===== src/rtl/fwd_ctl.sv =====
module fwd_ctl #(
  parameter int AW = 16,
  parameter logic [AW-1:0] RESET_PC = '0
) (
  input  logic          clk,
  input  logic          rst_n,
  input  logic          ac_jmp,
  input  logic [AW-1:0] ac_ea,
  input  logic          ac_skip,
  input  logic          of_jind,
  input  logic [AW-1:0] of_opnd,
  input  logic          skip_take,
  output logic [AW-1:0] pc,
  output logic          redir,
  output logic          redir_of,
  output logic          ac_vld,
  output logic          of_vld,
  output logic          op_vld,
  output logic          os_vld
);

  logic          of_skip_q, op_skip_q, of_held_q;
  logic [AW-1:0] of_tgt_q;
  logic          annul, hold_ac, fwd_ac, fwd_of;
  logic [AW-1:0] of_tgt, next_tgt;

  assign annul    = op_vld & op_skip_q & skip_take;
  assign hold_ac  = of_vld & of_skip_q;
  assign fwd_of   = of_vld & (of_jind | of_held_q) & ~annul;
  assign fwd_ac   = ac_vld & ac_jmp & ~hold_ac;
  assign of_tgt   = of_held_q ? of_tgt_q : of_opnd;
  assign next_tgt = fwd_of ? of_tgt : ac_ea;
  assign redir    = fwd_of | fwd_ac;
  assign redir_of = fwd_of;

  always_ff @(posedge clk) begin
    if (!rst_n) begin
      pc        <= RESET_PC;
      ac_vld    <= 1'b0;
      of_vld    <= 1'b0;
      op_vld    <= 1'b0;
      os_vld    <= 1'b0;
      of_skip_q <= 1'b0;
      op_skip_q <= 1'b0;
      of_held_q <= 1'b0;
      of_tgt_q  <= '0;
    end else begin
      pc        <= redir ? next_tgt : pc + AW'(1);
      ac_vld    <= ~redir;
      of_vld    <= ac_vld & ~redir;
      op_vld    <= of_vld & ~fwd_of & ~annul;
      os_vld    <= op_vld;
      of_skip_q <= ac_vld & ac_skip;
      op_skip_q <= of_skip_q;
      of_held_q <= ac_vld & ac_jmp & hold_ac;
      of_tgt_q  <= ac_ea;
    end
  end

endmodule


===== config.mk =====
export PLATFORM = sky130hd
export DESIGN_NAME = fwd_ctl
export DESIGN_NICKNAME = d
export VERILOG_FILES = /design/src/rtl/fwd_ctl.sv
export SDC_FILE = /design/constraint.sdc
export NUM_CORES = 1
export LEC_CHECK = 0
export BUFFER_PORTS_ARGS = -buffer_cell sky130_fd_sc_hd__clkbuf_2
export CAP_MARGIN = 10
export CORE_ASPECT_RATIO = 1.4
export CORE_MARGIN = 4
export CORE_UTILIZATION = 40
export DETAILED_ROUTE_END_ITERATION = 16
export GPL_TIMING_DRIVEN = 0
export HOLD_SLACK_MARGIN = 0.08
export PLACE_DENSITY = 0.65
export SLEW_MARGIN = 20
export SYNTH_ARGS = -nofsm -noshare
export SYNTH_HDL_FRONTEND = slang
export SYNTH_SLANG_ARGS = --single-unit

===== constraint.sdc =====
create_clock -name clk -period 3.4 [get_ports clk]
set_input_delay 0.68 -clock clk [delete_from_list [all_inputs] [get_ports clk]]
set_output_delay 0.68 -clock clk [all_outputs]
set_load 0.02 [all_outputs]

==> results.ini <==
[clocking]
worstSkewPairLatency_ns = 0.29
cts_tree = built
cts-buffers-inserted = 5
clock-root-buffer = clkbuf_8
clockBufferDepth = 2
cts_hold_buf = 0
cts.repair.resized = 0
clkSlewWorstSetupHoldPaths_ns = 0.07
postCtsSetupRepairBufs = 0
htreeDepth = 2
cts.sinks = 39

[cells_and_area]
final_core_util_pct = 51.1
antenna_cells = 0
area_growth_syn_to_layout_pct = 24.0
layout.nets = 303
drive_above_1_share_pct = 29.1

[critical_path]
path_max_fanout = 10
critPathSlowestCell = dfxtp_1
arrival_ns = 2.04
end_kind = output port
cp_data_required_time_ns = 2.72
path_class = register to output port
path_common_cell = buf_2
startpoint_type = register
crit_chain = buf_2 -> o21a_1 -> nand2_1 -> inv_2 -> buf_2 -> clkbuf_2
critPathMaxStageDelay_ns = 0.30

[routing]
num_vias = 1715
drc = 0
drt_iter0_markers = 112
drtAntennaViolNets = 0
drtPass1Iterations = 5
routed_wl_um = 4900
viasPerCell = 5.24
wl_per_cell_um = 15.0

[pwr]
switching_power_w = 0.000280
intPower_w = 0.000700
p_leak_nw = 0.947
cellPowerDensity_mw_per_mm2 = 423
p_seq_share_pct = 52.7
pwr-share-clk_pct = 31.0
finalPower_w = 0.000980
switching_share_pct = 28.6
combPwrFrac_pct = 16.2
peakVddDrop_uv = 196

[yosys]
netlist_area_sq_mm = 0.00187
synth_nets = 238
synth_top_area_share_pct = 41.7
syn_inst = 199
ys_seq_area_share_pct = 41.7
syn_avg_cell_area_sq_um = 9.40
ys_types = 40
yosysWarnings = 0
synth_area_leaders = dfxtp_1 42%, mux2i_1 6.4%, and2_1 6.4%
synth_area_leader_cell = dfxtp_1
ys_ff_latch = 39

[floorplanning]
start_util_pct = 41.2
coreArea_sq_mm = 0.00454
dieArea_sq_mm = 0.00585
fp.dieW_um = 65.8
die_height_um = 88.9
rows = 29
ios = 60

[global_routing]
grt_max_degree = 12
grt_pass1_vias = 1619
overflow = 0
antenna_found_initial = 0
grt_pass1_wl_um = 7690
globalRouteTotalUtil_pct = 17.6

[sta]
setup_tns_ns = 0
min_period_ns = 2.72
hold_viol = 0
finalSetupViolCount = 0
skew_ns = 0.00484
maxSlewViolCount = 0
finalCritPeriodShare_pct = 80.0
hold_ws_ns = 0.475
tightest_slew_ns = 0.702
fmax_ghz = 0.368
rsz0062_at_grt = no
slew_headroom_pct = 53.2

[placement]
dp_hpwl_um = 3730
numPortBuffers = 58
place_congestion = 0.794

[run]
drv_cap = 0

[status]
outcome = complete, no violations

[min_path]
hp-class = register to register

-- registers in the layout, indices dropped and copies added (netlist names) --
register,flops
op_vld,1
of_tgt_q,16
pc,16
of_held_q,1
op_skip_q,1
of_skip_q,1
os_vld,1
ac_vld,1
of_vld,1
-- metrics by stage --
step / setup slack [ns] / std cells / cell area, sq um
2_1_floorplan: 1.30 / 199 / 1870
3_3_place_gp: 0.805 / 319 / 2240
3_5_place_dp: 0.803 / 319 / 2240
4_1_cts: 0.676 / 327 / 2320
5_1_grt: 0.520 / 327 / 2320
6_report: 0.681 / 327 / 2320
-- cell families after synthesis --
kind of cell             synth area share [%]
AND/OR/NAND/NOR                          25.0
flip-flops                               41.7
AO/OA/AOI/OAI                            11.0
multiplexers                             13.0
buffers and inverters                    3.34
XOR/XNOR                                 5.15
adder cells (fa/ha/maj)                 0.669
-- placed cells by master, fill, tap and decap left out, types with 2 or more instances in the layout --
cell and instances:
xnor2_1 8, mux2_2 4, mux2i_1 12, o211ai_1 2, and3_1 4, o22ai_1 7
or4_4 2, a211o_1 2, clkbuf_2 58, inv_1 6, a211oi_1 3, nor2_1 4
mux2_1 7, nor4_1 4, o21a_1 3, buf_2 2, nor3_1 7, clkbuf_8 5
clkbuf_1 8, and2_1 19, xor2_1 3, nand3_1 16, a21oi_1 4, nand4_1 4
nand2_1 15, dfxtp_1 39
-- critical path, delay by kind of cell (launching register included) --
family	cells	cell delay (ns)
buffers and inverters	4	1.02
DFF	1	0.30
and+or+nand+nor	1	0.24
AOI/OAI and AO/OA	1	0.18
-- layout make-up --
type                    count  area [sq um]
plain buffers               9          36.3
clock buffers               7          76.3
clock inverters             1          5.00
fillers                   455          2220
inverters                   7          26.3
multi-input cells         144          1030
flip-flops and latches     39           781
well taps                  62          77.6
repair buffers             58           290
-- power by group through the flow --
stage | sequential (W) | combinational, W | clock [W]
final | 0.000517 | 0.000159 | 0.000304
after detailed placement | 0.000528 | 0.000160 | 0
after floorplan | 0.000544 | 0.0000761 | 0
after global routing | 0.000521 | 0.000175 | 0.000333
after global placement | 0.000526 | 0.000159 | 0
after CTS | 0.000517 | 0.000161 | 0.000312
-- metal layers --
layer / part of all wire (%) / vias up / track usage (%)
met4: 1.8 / 0 / 6.98
met3: 5.9 / 8 / 4.78
met5: 0 / - / 0
met1: 41 / 809 / 19.1
li1: - / 854 / -
met2: 51 / 44 / 32.1
-- worst paths after layout --
kind             start  endpoint  slack [ns]  depth (start not counted)
max          of_held_q  redir_of        0.68                          6
max reg2reg     of_vld    pc[14]        1.48                          5
min reg2reg     ac_vld    of_vld        0.48                          2
min             ac_vld    of_vld        0.48                          2
-- synth_stat cells --
library cell,n
o211ai_1,2
and2_1,19
nand4_2,1
and4_2,1
or4_4,2
o211ai_2,1
nand3_1,16
xnor2_1,8
mux2_2,4
a311oi_1,1
and3_1,4
nor4_1,4
a32oi_1,1
nand2_1,15
o311ai_0,1
a211oi_1,3
ha_1,1
nor2_1,4
mux2_1,7
o21a_1,3
xor2_1,3
nand4_4,1
clkbuf_1,6
buf_2,2
dfxtp_1,39
inv_2,1
buf_1,1
o211a_1,1
nand4b_1,1
o32ai_1,1
nand4_1,4
nand2b_1,1
nor3_1,7
o31ai_1,1
o22ai_1,7
mux2i_1,12
nor2b_1,1
inv_1,6
a211o_1,2
a21oi_1,4
Power figures use the tool's default switching activity.
